<file path="src/rtl/bwalu_pkg.sv">
`timescale 1ns/1ps
package bwalu_pkg;
    localparam int DATA_W = 16;
    localparam int BYTE_W = 8;
    localparam int OP_W   = 4;
    localparam int FLAG_W = 6;

    typedef enum logic [OP_W-1:0] {
        OP_ADD = 4'd0,
        OP_SUB = 4'd1,
        OP_AND = 4'd2,
        OP_OR  = 4'd3,
        OP_XOR = 4'd4,
        OP_INC = 4'd5,
        OP_DEC = 4'd6,
        OP_NOT = 4'd7,
        OP_SHL = 4'd8,
        OP_SHR = 4'd9
    } op_e;

    // bit 0 carry ... bit 5 overflow (packed: first field is the MSB)
    typedef struct packed {
        logic ovf;
        logic sgn;
        logic zro;
        logic aux;
        logic par;
        logic cry;
    } flags_t;

    typedef struct packed {
        logic [DATA_W-1:0] res;
        flags_t            flg;
    } alu_out_t;
endpackage

</file>
<file path="src/rtl/bwalu_addsub.sv">
`timescale 1ns/1ps
module bwalu_addsub
    import bwalu_pkg::*;
(
    input  logic [DATA_W-1:0] a,
    input  logic [DATA_W-1:0] b,
    input  logic              sub,
    input  logic              word,
    output logic [DATA_W-1:0] res,
    output logic              cry,
    output logic              aux,
    output logic              ovf
);
    localparam int TOP_W = DATA_W - 1;
    localparam int TOP_B = BYTE_W - 1;

    logic [DATA_W:0]   ext;
    logic [DATA_W-1:0] carries;
    logic              a_top, b_top, r_top;

    always_comb begin
        if (sub) ext = {1'b0, a} - {1'b0, b};
        else     ext = {1'b0, a} + {1'b0, b};
        carries = a ^ b ^ ext[DATA_W-1:0];
        aux     = carries[4];
        if (word) begin
            res   = ext[DATA_W-1:0];
            cry   = ext[DATA_W];
            a_top = a[TOP_W];
            b_top = b[TOP_W];
            r_top = ext[TOP_W];
        end else begin
            res   = {{(DATA_W-BYTE_W){1'b0}}, ext[BYTE_W-1:0]};
            cry   = ext[BYTE_W];
            a_top = a[TOP_B];
            b_top = b[TOP_B];
            r_top = ext[TOP_B];
        end
        if (sub) ovf = (a_top != b_top) && (r_top != a_top);
        else     ovf = (a_top == b_top) && (r_top != a_top);
    end
endmodule

</file>
<file path="src/rtl/bwalu_bitops.sv">
`timescale 1ns/1ps
module bwalu_bitops
    import bwalu_pkg::*;
(
    input  op_e               op,
    input  logic [DATA_W-1:0] a,
    input  logic [DATA_W-1:0] b,
    input  logic              word,
    output logic [DATA_W-1:0] res,
    output logic              cry,
    output logic              ovf
);
    localparam int TOP_W = DATA_W - 1;
    localparam int TOP_B = BYTE_W - 1;

    logic [DATA_W-1:0] raw;
    logic [DATA_W-1:0] mask;
    logic              a_top;

    always_comb begin
        mask  = word ? {DATA_W{1'b1}} : {{(DATA_W-BYTE_W){1'b0}}, {BYTE_W{1'b1}}};
        a_top = word ? a[TOP_W] : a[TOP_B];
        cry   = 1'b0;
        ovf   = 1'b0;
        case (op)
            OP_AND:  raw = a & b;
            OP_OR:   raw = a | b;
            OP_XOR:  raw = a ^ b;
            OP_NOT:  raw = ~a;
            OP_SHL: begin
                raw = {a[DATA_W-2:0], 1'b0};
                cry = a_top;
            end
            OP_SHR: begin
                raw = {1'b0, a[DATA_W-1:1]};
                cry = a[0];
                ovf = a_top;
            end
            default: raw = '0;
        endcase
        res = raw & mask;
        if (op == OP_SHL) ovf = cry ^ (word ? res[TOP_W] : res[TOP_B]);
    end
endmodule

</file>
<file path="src/rtl/bwalu_resflags.sv">
`timescale 1ns/1ps
module bwalu_resflags
    import bwalu_pkg::*;
(
    input  logic [DATA_W-1:0] res,
    input  logic              word,
    output logic              zro,
    output logic              sgn,
    output logic              par
);
    always_comb begin
        par = ~^res[BYTE_W-1:0];
        if (word) begin
            zro = (res == '0);
            sgn = res[DATA_W-1];
        end else begin
            zro = (res[BYTE_W-1:0] == '0);
            sgn = res[BYTE_W-1];
        end
    end
endmodule

</file>
<file path="src/rtl/bwalu_top.sv">
`timescale 1ns/1ps
module bwalu_top
    import bwalu_pkg::*;
#(
    parameter bit REG_FLAGS = 1'b1
) (
    input  logic              clk,
    input  logic              rst_n,
    input  logic [OP_W-1:0]   op_i,
    input  logic              word_i,
    input  logic [DATA_W-1:0] a_i,
    input  logic [DATA_W-1:0] b_i,
    input  logic [FLAG_W-1:0] flags_i,
    output logic [DATA_W-1:0] res_o,
    output logic [FLAG_W-1:0] flags_o,
    output logic [FLAG_W-1:0] flags_r_o
);
    op_e               op;
    logic [DATA_W-1:0] a_m, b_m, as_b;
    logic              as_sub;
    logic [DATA_W-1:0] as_res, bo_res;
    logic              as_cry, as_aux, as_ovf, bo_cry, bo_ovf;
    logic              rf_zro, rf_sgn, rf_par;
    flags_t            fin;
    alu_out_t          out_d;

    assign op   = op_e'(op_i);
    assign fin  = flags_t'(flags_i);
    assign a_m  = word_i ? a_i : {{(DATA_W-BYTE_W){1'b0}}, a_i[BYTE_W-1:0]};
    assign b_m  = word_i ? b_i : {{(DATA_W-BYTE_W){1'b0}}, b_i[BYTE_W-1:0]};
    assign as_b = (op == OP_INC || op == OP_DEC) ? DATA_W'(1) : b_m;
    assign as_sub = (op == OP_SUB || op == OP_DEC);

    bwalu_addsub u_addsub (
        .a(a_m), .b(as_b), .sub(as_sub), .word(word_i),
        .res(as_res), .cry(as_cry), .aux(as_aux), .ovf(as_ovf)
    );

    bwalu_bitops u_bitops (
        .op(op), .a(a_m), .b(b_m), .word(word_i),
        .res(bo_res), .cry(bo_cry), .ovf(bo_ovf)
    );

    bwalu_resflags u_resflags (
        .res(out_d.res), .word(word_i),
        .zro(rf_zro), .sgn(rf_sgn), .par(rf_par)
    );

    always_comb begin
        out_d.res = '0;
        out_d.flg = fin;
        case (op)
            OP_ADD, OP_SUB, OP_INC, OP_DEC: begin
                out_d.res     = as_res;
                out_d.flg.cry = (op == OP_INC || op == OP_DEC) ? fin.cry : as_cry;
                out_d.flg.aux = as_aux;
                out_d.flg.ovf = as_ovf;
                out_d.flg.zro = rf_zro;
                out_d.flg.sgn = rf_sgn;
                out_d.flg.par = rf_par;
            end
            OP_AND, OP_OR, OP_XOR, OP_SHL, OP_SHR: begin
                out_d.res     = bo_res;
                out_d.flg.cry = bo_cry;
                out_d.flg.aux = 1'b0;
                out_d.flg.ovf = bo_ovf;
                out_d.flg.zro = rf_zro;
                out_d.flg.sgn = rf_sgn;
                out_d.flg.par = rf_par;
            end
            OP_NOT: out_d.res = bo_res;
            default: out_d.res = '0;
        endcase
    end

    assign res_o   = out_d.res;
    assign flags_o = out_d.flg;

    generate
        if (REG_FLAGS) begin : g_reg
            flags_t flags_q;
            always_ff @(posedge clk or negedge rst_n) begin
                if (!rst_n) flags_q <= '0;
                else        flags_q <= out_d.flg;
            end
            assign flags_r_o = flags_q;
        end else begin : g_comb
            assign flags_r_o = out_d.flg;
        end
    endgenerate
endmodule

</file>
<file path="config.mk">
export PLATFORM = sky130hd
export DESIGN_NAME = bwalu_top
export DESIGN_NICKNAME = d
export VERILOG_FILES = /design/src/rtl/bwalu_pkg.sv /design/src/rtl/bwalu_addsub.sv /design/src/rtl/bwalu_bitops.sv /design/src/rtl/bwalu_resflags.sv /design/src/rtl/bwalu_top.sv
export SDC_FILE = /design/constraint.sdc
export NUM_CORES = 1
export LEC_CHECK = 0
export ABC_AREA = 1
export CAP_MARGIN = 20
export CORE_UTILIZATION = 54
export CTS_CLUSTER_SIZE = 14
export DETAILED_ROUTE_END_ITERATION = 6
export GPL_TIMING_DRIVEN = 0
export PLACE_DENSITY = 0.84
export SKIP_LAST_GASP = 1
export SLEW_MARGIN = 30
export SYNTH_ARGS = -nofsm -noshare
export SYNTH_HDL_FRONTEND = slang
export SYNTH_HIERARCHICAL = 1
export SYNTH_SLANG_ARGS = --single-unit
</file>
<file path="constraint.sdc">
create_clock -name clk -period 5.6 [get_ports clk]
set_input_delay 1.12 -clock clk [delete_from_list [all_inputs] [get_ports clk]]
set_output_delay 1.12 -clock clk [all_outputs]
set_load 0.02 [all_outputs]
</file>
* Yosys cells after proc, flatten, opt, wreduce, memory -nomap -nowiden
Index checks and enable logic that the tools add are counted.
** Cells by class
- Reductions and logical operators :: 11
- Mux-type cells :: 21
- Add/subtract/negate cells :: 2
- Bitwise operators :: 8
- Equal/unequal tests :: 12
** Operators by type and width (number)
- $pmux 16 s6 :: 1
- $mux 16 :: 5
- $and 16x16->16 :: 2
- $pmux 16 s2 :: 1
- $add 16x16->17 :: 1
- $mux 17 :: 1
- $sub 16x16->17 :: 1
- $eq 4x3->1 const B :: 4
- $logic_not 16->1 :: 1
- $not 16->16 :: 1
- $or 16x16->16 :: 1
- $xor 16x16->16 :: 1
- $pmux 6 s2 :: 1
- $mux 1 :: 11
- $xor 5x5->5 :: 2
- $eq 4x2->1 const B :: 2
- $eq 4x4->1 const B :: 2
- $logic_not 8->1 :: 1
- $reduce_xnor 8->1 :: 1
- $reduce_or 6->1 :: 1
- $reduce_or 5->1 :: 1
- $eq 4x1->1 const B :: 1
- $logic_not 4->1 :: 1
- $reduce_or 4->1 :: 1
- 6 further kinds :: 9
** Word-level totals
- Word-level logic and storage cells :: 60
- Bits in registers :: 6

* Logic depth before layout (Yosys ltp)
Gate-level depths: netlist of the first run.
- Word-level depth :: 10
- Gate-level depth with buffers :: 33
- Depth with buffers taken out :: 33

* By module
Netlist of the first run, hierarchy kept.
** Modules (own cells, without submodules)
- bwalu_addsub :: times used 1, cells an instance 242, area an instance 1376.3 um^2
- bwalu_bitops :: times used 1, cells an instance 216, area an instance 1287.5 um^2
- bwalu_top :: times used 1, cells an instance 175, area an instance 865.8 um^2
- bwalu_resflags :: times used 1, cells an instance 31, area an instance 165.2 um^2

* Least setup slack after synthesis of the first run
Ideal clock, no wire load.
- Kind :: input port to output port
- From :: in op_i[0]
- To :: out flags_o[3]
- Path buffers :: 1
- Path slack :: 0.088 ns
- Cell stages on the path :: 29
- Data arrival time :: 4.392 ns
- Cell sequence :: inv_1 > nand2_4 > nand3_4 > buf_2 > nand2_1 > inv_2 > ha_1 > nand3_1 > nor2_2 > nand3_1 > o31ai_2 > xor2_1 > inv_1 > ha_1 > a21oi_2 > nand2_1 > a21oi_1 > nand3_1 > nand3_1 > inv_1 > nand2_1 > nand2_1 > nor2_1 > nand2_1 > nor2_1 > nor2_1 > nor2_1 > nand2_1 > nand2_1
** On the way
- Longest elaborated chain between the ends :: 10
- Elaborated cells between the ends (all ways) :: 27
- Classes of those cells :: add/sub (2); eq/ne (9); mux (7); bitwise (1); reduce/logical (8)
** RTL lines
- from (decl) :: RTL line bwalu_top.sv:9 : input logic [OP_W-1:0] op_i,
- $eq 4x3->1 :: RTL line bwalu_top.sv:31 : assign as_b = (op == OP_INC || op == OP_DEC) ? DATA_W'(1) : b_m;
- $logic_or 1x1->1 (*) :: RTL line bwalu_top.sv:31
- $mux 16 (*) :: RTL line bwalu_top.sv:31
- net as_b[0] :: RTL line bwalu_top.sv:19 : logic [DATA_W-1:0] a_m, b_m, as_b;
- $add 16x16->17 / $sub 16x16->17 (equally long branches) :: RTL line bwalu_addsub.sv:23, bwalu_addsub.sv:22
- $mux 17 (*) :: RTL line bwalu_addsub.sv:22 : if (sub) ext = {1'b0, a} - {1'b0, b};
- $mux 16 (*) :: RTL line bwalu_addsub.sv:26 : if (word) begin
- net as_res[15] :: RTL line bwalu_top.sv:21 : logic [DATA_W-1:0] as_res, bo_res;
- $pmux 16 s2 (*) :: RTL line bwalu_top.sv:52 : case (op)
- net res_o[15] :: RTL line bwalu_top.sv:14 : output logic [DATA_W-1:0] res_o,
- $logic_not 16->1 (*) :: RTL line bwalu_resflags.sv:14 : zro = (res == '0);
- $mux 1 (*) :: RTL line bwalu_resflags.sv:13 : if (word) begin
- net rf_zro :: RTL line bwalu_top.sv:23 : logic rf_zro, rf_sgn, rf_par;
- $pmux 6 s2 (*) :: RTL line bwalu_top.sv:52
- to (decl) :: RTL line bwalu_top.sv:15 : output logic [FLAG_W-1:0] flags_o,
The timed path passes the listed nets; every way through them passes the cells marked *.

* Worst setup path after layout of the first run
- From :: in op_i[3]
- To :: out flags_o[3]
** On the way
- Longest elaborated chain between the ends :: 10
- Elaborated cells between the ends (all ways) :: 27
- Classes of those cells :: add/sub (2); eq/ne (9); mux (7); bitwise (1); reduce/logical (8)
** RTL lines (RTL line)
- $eq 4x3->1 :: bwalu_top.sv:31
- $logic_or 1x1->1 (*) :: bwalu_top.sv:31
- $mux 16 (*) :: bwalu_top.sv:31
- net as_b[5] :: bwalu_top.sv:19
- $add 16x16->17 / $sub 16x16->17 (equally long branches) :: bwalu_addsub.sv:23, bwalu_addsub.sv:22
- $mux 17 (*) :: bwalu_addsub.sv:22
- $mux 16 (*) :: bwalu_addsub.sv:26
- net as_res[9] :: bwalu_top.sv:21
- $pmux 16 s2 (*) :: bwalu_top.sv:52
- $logic_not 16->1 (*) :: bwalu_resflags.sv:14
- $mux 1 (*) :: bwalu_resflags.sv:13
- net rf_zro :: bwalu_top.sv:23
- $pmux 6 s2 (*) :: bwalu_top.sv:52
Marks and branches as above.

==> metrics, run 1 <==
number of flip-flops in the largest register=6; Main synth FF type=dfrtp_1; hold crit path type=input pin to asynchronous set/reset pin; Layout Area Growth over Synthesis=50.0%; reported leakage power=3.10 nW; WL/cell=around 17 um; Final setup viols=5; cell type with the highest occurrence count on the critical path=nand2_1; ys async rst share=100%; relative slew slack=72.7%; post-route worst setup slack=-0.276 ns; met2 track demand over resource in global routing=68.1%; number of antenna repair diodes=0; buffers from clock root to sink, at most=2; Max Clock Freq=0.170 GHz; Via density=5.86; number of buffers created by CTS=3; placeable core region=6460 um2; cell with the biggest individual delay on the critical path=ha_2; status=finished, violations left; RD Place Congestion=0.978; nets=889; startpoint-to-endpoint class of the critical path=input pin to primary output; post-route cell area=5540 um2; startpoint types=input pin; share of the clock period used by the worst path after layout=105%; hpwl dp=between 9000 and 10000 um; mean post-synth cell area=5.56 um2; total number of vias=between 5000 and 6000; TritonCTS clock tree=yes; GR Util All Layers=36.5%; element type at the critical path end=primary output; top fanout value on the critical path=6; Residual DRC=8; global routing usage on met3=5.01%; power density over cell area=160 nW/um2; initial drt markers=438; clock transition at the registers of the reported paths=0.04 ns; dpl cell area=4510 um2; hold violation total from the final report=0; Congestion Overflow GR=0; Initial DRT Pass Iterations=7; Fillers=394; VDD IR max=0.0992 mV; number of synthesized flops with an enable pin=0; cell count after synthesis=664; Hold Slack=1.16 ns; largest net degree at the start of global routing=11; horizontal extent of the die=84.7 um; required time at the worst-slack endpoint=4.48 ns; maximum single-stage delay on the critical path=0.37 ns; met1 global-route usage=39.7%; Detail Route Antenna Nets=0; IO Pins=73; initial core utilization=57.2%; wire length reported by the detailed router=14700 um; RSZ-0062 raised after global routing=yes; H-tree levels=1; failing checks=design-rule violations, negative setup slack; Die ar.=7180 um2; fraction of post-synthesis cell area in the top cell type by area=22.7%; FF+latch count, synth=6; number of antenna violations at the first check in global routing=0; number of placement rows=29; final core utilization=85.8%; number of maximum-capacitance violations=0; count of input and output buffers=72; setup total negative slack=-0.743 ns; Slew @ Worst Pin=approximately 0.41 ns; Worst EP arrival=4.76 ns; Top Family by Delay on Critical Path=simple AND/OR/NAND/NOR gates; final count of pins violating max slew=0; count of buffer and inverter cells on the critical path=8; cell taking the most area after synthesis=nand2_1; GRT busiest layer=met2; library cell used as clock root buffer=clkbuf_8; Period minus WS final=around 5.9 ns; wire length of the first global-routing pass=approximately 21000 um; net count of the mapped netlist=763; count of unique library cells instantiated by Yosys=45; vias in the first global route=4747; mapped cell area=3690 um2; hold bufs inserted after CTS=0; Synth Warn #=6; Sinks on Clock Net=6; fraction of layout cells with a size suffix above 1=a little over a quarter; dominant cells by area after synthesis=nand2_1 23%, ha_1 18%, inv_1 13%, nand3_1 5.4%, xor2_1 5.0%; Chip Height=84.7 um; share of synthesized area occupied by flip-flops and latches=between 4 and 5%
-- layout make-up --
cell class	count	area, um2	share of cell area [%]
Multi-Input combinational cell	504	3460	62.4
Timing Repair Buffer	121	1130	20.3
Inverter	141	554	10.0
Sequential cell	6	150	2.71
Buffer	13	114	2.05
Tap cell	77	96.3	1.74
Clock buffer	3	41.3	0.745
-- final timing paths --
check,slack (ns),end,depth (start not counted),start
setup / recovery,-0.28,flags_o[3],30,op_i[3]
hold / removal,1.16,flags_r_o[3],1,rst_n
max in group asynchronous,4.20,flags_r_o[5],1,rst_n
min in group clk,1.49,flags_r_o[0],7,op_i[1]
-- through the flow --
stage | total power, mW | cells | setup slack, ns
2_1_floorplan | 0.416 | 664 | 0.0885
3_3_place_gp | 0.594 | 813 | -1.65
3_5_place_dp | 0.604 | 813 | -1.70
4_1_cts | 0.731 | 838 | -0.134
5_1_grt | 0.944 | 865 | -0.462
6_report | 0.886 | 865 | -0.276
-- cell usage in the layout, fill, tap and decap left out, types with 3 or more instances in the layout --
cell type and n:
a21oi_1 16, a21oi_2 5, a21oi_4 4, buf_2 5, buf_4 47, buf_6 17, clkbuf_8 3, clkdlybuf4s50_1 52
dfrtp_1 6, dlygate4sd2_1 5, dlymetal6s2s_1 4, ha_1 41, ha_4 10, inv_1 117, inv_2 13, inv_4 10
nand2_1 195, nand2_2 32, nand2_4 8, nand3_1 28, nand3_2 9, nand3_4 4, nand4_1 5, nor2_1 34
nor2_2 10, nor2_4 7, nor3_1 6, o2111ai_1 6, o21ai_0 9, o21ai_1 12, o21ai_2 3, o22ai_1 11
xnor2_1 3, xor2_1 17, xor2_2 5
-- power by group --
part	internal [mW]	switching (mW)
combinational	0.326	0.437
clock	0.0464	0.0208
sequential	0.0530	0.00325
total	0.426	0.461
-- synthesized netlist by cell type, types with 4 or more instances --
cell type and instances:
inv_2 12, nor2_1 43, ha_1 53, a21oi_1 22, dfrtp_1 6, nand4_1 5
buf_2 5, nor3_1 7, o21ai_1 11, buf_6 6, nand2_2 11, nor2_4 4
nor2_2 4, o21ai_0 12, o2111ai_1 6, xor2_1 21, inv_1 127, nand2_1 223
o22ai_1 11, xnor2_1 5, nand3_1 40
-- repair_timing --
item | in CTS | in global routing
gates resized for setup | 119 | 96
buffers inserted | 22 | 27
setup endpoints to repair | 19 | 14
pin swaps | 31 | 72
-- kinds of logic after synthesis --
| family | after synthesis | share of synthesized area, % |
|---|---|---|
| flip-flops | 6 | 4.06 |
| buffers and inverters | 154 | 17.2 |
| AND/OR/NAND/NOR | 343 | 39.9 |
| AO/OA/AOI/OAI | 79 | 13.4 |
| XOR/XNOR | 27 | 6.60 |
| multiplexers | 1 | 0.271 |
| adder cells (fa/ha/maj) | 54 | 18.5 |
-- metal layers --
layer / vias up / share of wire, %
met5: - / 0
met4: 0 / 6.6
met3: 119 / 8.2
met2: 346 / 49
met1: 2290 / 36
li1: 2312 / -
No activity file was read; power rests on OpenSTA's default activity.
==> run 2: changes to the inputs <==
Settings changed: CORE_UTILIZATION 54 to 55, DONT_BUFFER_PORTS from default to 1, PLACE_DENSITY 0.84 to 0.71.
==> run 2 against run 1 <==
  * The flow still finishes with violations (design-rule violations, negative setup slack)
  * Critical path depth fell by 1
  * Combinational power fell by 26%
  * Worst setup slack improved by 0.24 ns
  * Hold slack got worse by 0.57 ns
  * Cell count fell by 12%
  * Via count fell by 18%
  * Utilization fell by 16 points
  * Sequential share of layout area rose by 0.62 points
  * Count of clock-buffer cells in the layout did not move
  * Sequential cell count did not move
  * Fmax rose by 4.2%
  * Non-clock buffer count fell by 105
  * Critical endpoint unchanged
  * Largest power group unchanged
==> metrics, run 2 (same netlist as run 1, synthesis figures left out) <==
status=finished, violations left; failing checks=design-rule violations, negative setup slack; share of total power in combinational logic=80.8% (-5.3 points); number of maximum-capacitance violations=0 (unchanged); TritonCTS clock tree=yes; H-tree levels=1 (unchanged); Via density=5.45 (-7.0%); commonest cells after routing, fill and taps aside=184 x nand2_1, 120 x inv_1, 41 x ha_1; maximum single-stage delay on the critical path=0.31 ns (-0.06 ns); number of antenna repair diodes=0 (unchanged); Chip Height=84.0 um (-0.89%); hold bufs inserted after CTS=0 (unchanged); number of cells in the design after placement=741 (-8.9%); Worst EP arrival=4.52 ns (-0.24 ns); clock transition at the registers of the reported paths=0.04 ns (about the same); Sequential cell area=150 um2 (unchanged); reported leakage power=2.51 nW (-19%); Finished Layout Cells=760 (-12%); initial core utilization=57.5% (+0.32 points); fraction of layout cells with a size suffix above 1=24.3% (-2.6 points); largest net degree at the start of global routing=11 (unchanged); final count of pins violating max slew=0 (unchanged); wire length of the first global-routing pass=18700 um (-12%); post-route worst setup slack=-0.0411 ns (+0.235 ns); switching fraction of total power=56.4% (+4.4 points); Clk network pwr share=9.4% (+1.8 points); horizontal extent of the die=84.0 um (-0.89%); Max Clock Freq=0.177 GHz (+4.2%); Die ar.=7050 um2 (-1.8%); wire length reported by the detailed router=11800 um (-19%); Final setup viols=1 (-4); VDD IR max=0.0843 mV (-15%); startpoint types=input pin; Sw Pwr=393 uW (-15%); most frequent standard cell in the layout excluding fill and tap cells=nand2_1; power density over cell area=155 nW/um2 (-3.2%); number of buffers created by CTS=3 (unchanged); relative slew slack=76.0% (+3.3 points); required time at the worst-slack endpoint=4.48 ns (about the same); setup slack at placement=-0.692 ns (+1.01 ns); internal power=304 uW (-28%); RSZ-0062 raised after global routing=yes; share of the clock period used by the worst path after layout=101% (-4.2 points); library cell used as clock root buffer=clkbuf_8; hold crit path type=input pin to asynchronous set/reset pin; register share of total power=9.9% (+3.6 points); Fillers=625 (+59%); cell with the biggest individual delay on the critical path=ha_4; initial drt markers=233 (-47%); nets=784 (-12%); WL/cell=15.6 um (-8.2%); Period minus WS final=5.64 ns (-0.235 ns); total number of vias=4139 (-18%); Slew @ Worst Pin=0.356 ns (-0.0496 ns); vias in the first global route=3907 (-18%); buffers from clock root to sink, at most=2 (unchanged); Residual DRC=10 (+2); count of input and output buffers=0 (-100%); footprint of the multi-input gates=3420 um2 (-1.0%); startpoint-to-endpoint class of the critical path=input pin to primary output; hpwl dp=9320 um (-2.7%); placeable core region=6420 um2 (-0.56%); IO Pins=73 (unchanged); GR Util All Layers=32.7% (-3.8 points); Congestion Overflow GR=0 (unchanged); hold violation total from the final report=0 (unchanged); Initial DRT Pass Iterations=7 (unchanged); number of antenna violations at the first check in global routing=0 (unchanged); Sinks on Clock Net=6 (unchanged); element type at the critical path end=primary output; top fanout value on the critical path=7 (+1); RD Place Congestion=0.973 (-0.47%); cell type with the highest occurrence count on the critical path=nand2_1; number of flip-flops in the largest register=6 (unchanged); Detail Route Antenna Nets=0 (unchanged); Layout Area Growth over Synthesis=21.9%; number of placement rows=29 (unchanged)
[run 2: power by group through the flow]
stage / clock [mW] / combinational, mW / sequential, mW
final: 0.0653 / 0.563 / 0.0689
after global routing: 0.0713 / 0.617 / 0.0700
after CTS: 0.0661 / 0.487 / 0.0690
after detailed placement: 0 / 0.438 / 0.0695
after global placement: 0 / 0.428 / 0.0690
after floorplan: 0 / 0.348 / 0.0685
[run 2: layout make-up]
cell class              count  area share [%]
plain buffers              13            2.58
repair buffers             16            2.75
multi-input cells         504            76.0
flip-flops and latches      6            3.33
inverters                 141            12.2
clock buffers               3           0.917
well taps                  77            2.14
[run 2: worst max-delay path by stage]
stage                 start         end  depth (start not counted)
floorplan           op_i[0]  flags_o[3]                         29
detailed placement  op_i[2]  flags_o[1]                         23
CTS                 op_i[2]  flags_o[3]                         31
global route        op_i[2]  flags_o[3]                         30
finish              op_i[3]  flags_o[3]                         29
global placement    op_i[2]  flags_o[1]                         23
[run 2: routing by layer]
| metal | global-route usage, % | share of wire [%] |
|---|---|---|
| met3 | 6.23 | 6.2 |
| met1 | 38.9 | 43 |
| met2 | 59.3 | 49 |
| met4 | 9.09 | 2.1 |
| met5 | 0 | 0 |
[run 2: timing repair]
action / in CTS / in global routing
hold endpoints to repair: 0 / 0
resized for setup: 63 / 71
pin swaps: 33 / 57
endpoints found under the setup margin: 5 / 5
setup buffers: 11 / 5
[run 2: through the flow]
| step | cell area (um2) | hold WS, ns | utilization [%] | TNS, ns | total power [mW] |
|---|---|---|---|---|---|
| floorplan | 3690 | 0.824 | - | 0 | 0.416 |
| global placement | 3790 | 0.825 | 59.0 | -1.87 | 0.497 |
| detailed placement | 3790 | 0.825 | 59.0 | -2.03 | 0.508 |
| CTS | 4170 | 0.588 | 65.0 | 0 | 0.622 |
| global route | 4500 | 0.575 | 70.1 | -0.361 | 0.758 |
| finish | 4500 | 0.592 | 70.1 | -0.0411 | 0.698 |
[run 2: critical path, delay by kind of cell]
family                     cells  cell delay [ns]
xor gates and xnor gates       1             0.17
adders and majority gates      2             0.47
and+or+nand+nor               19             1.94
buffers and inverters          4             0.34
AOI/OAI and AO/OA              3             0.47
==> run 3: changes to the inputs <==
Settings changed: CTS_CLUSTER_DIAMETER from default to 50.
==> results of run 3 <==
Final layout, timing and power as in run 2 (identical DEF).
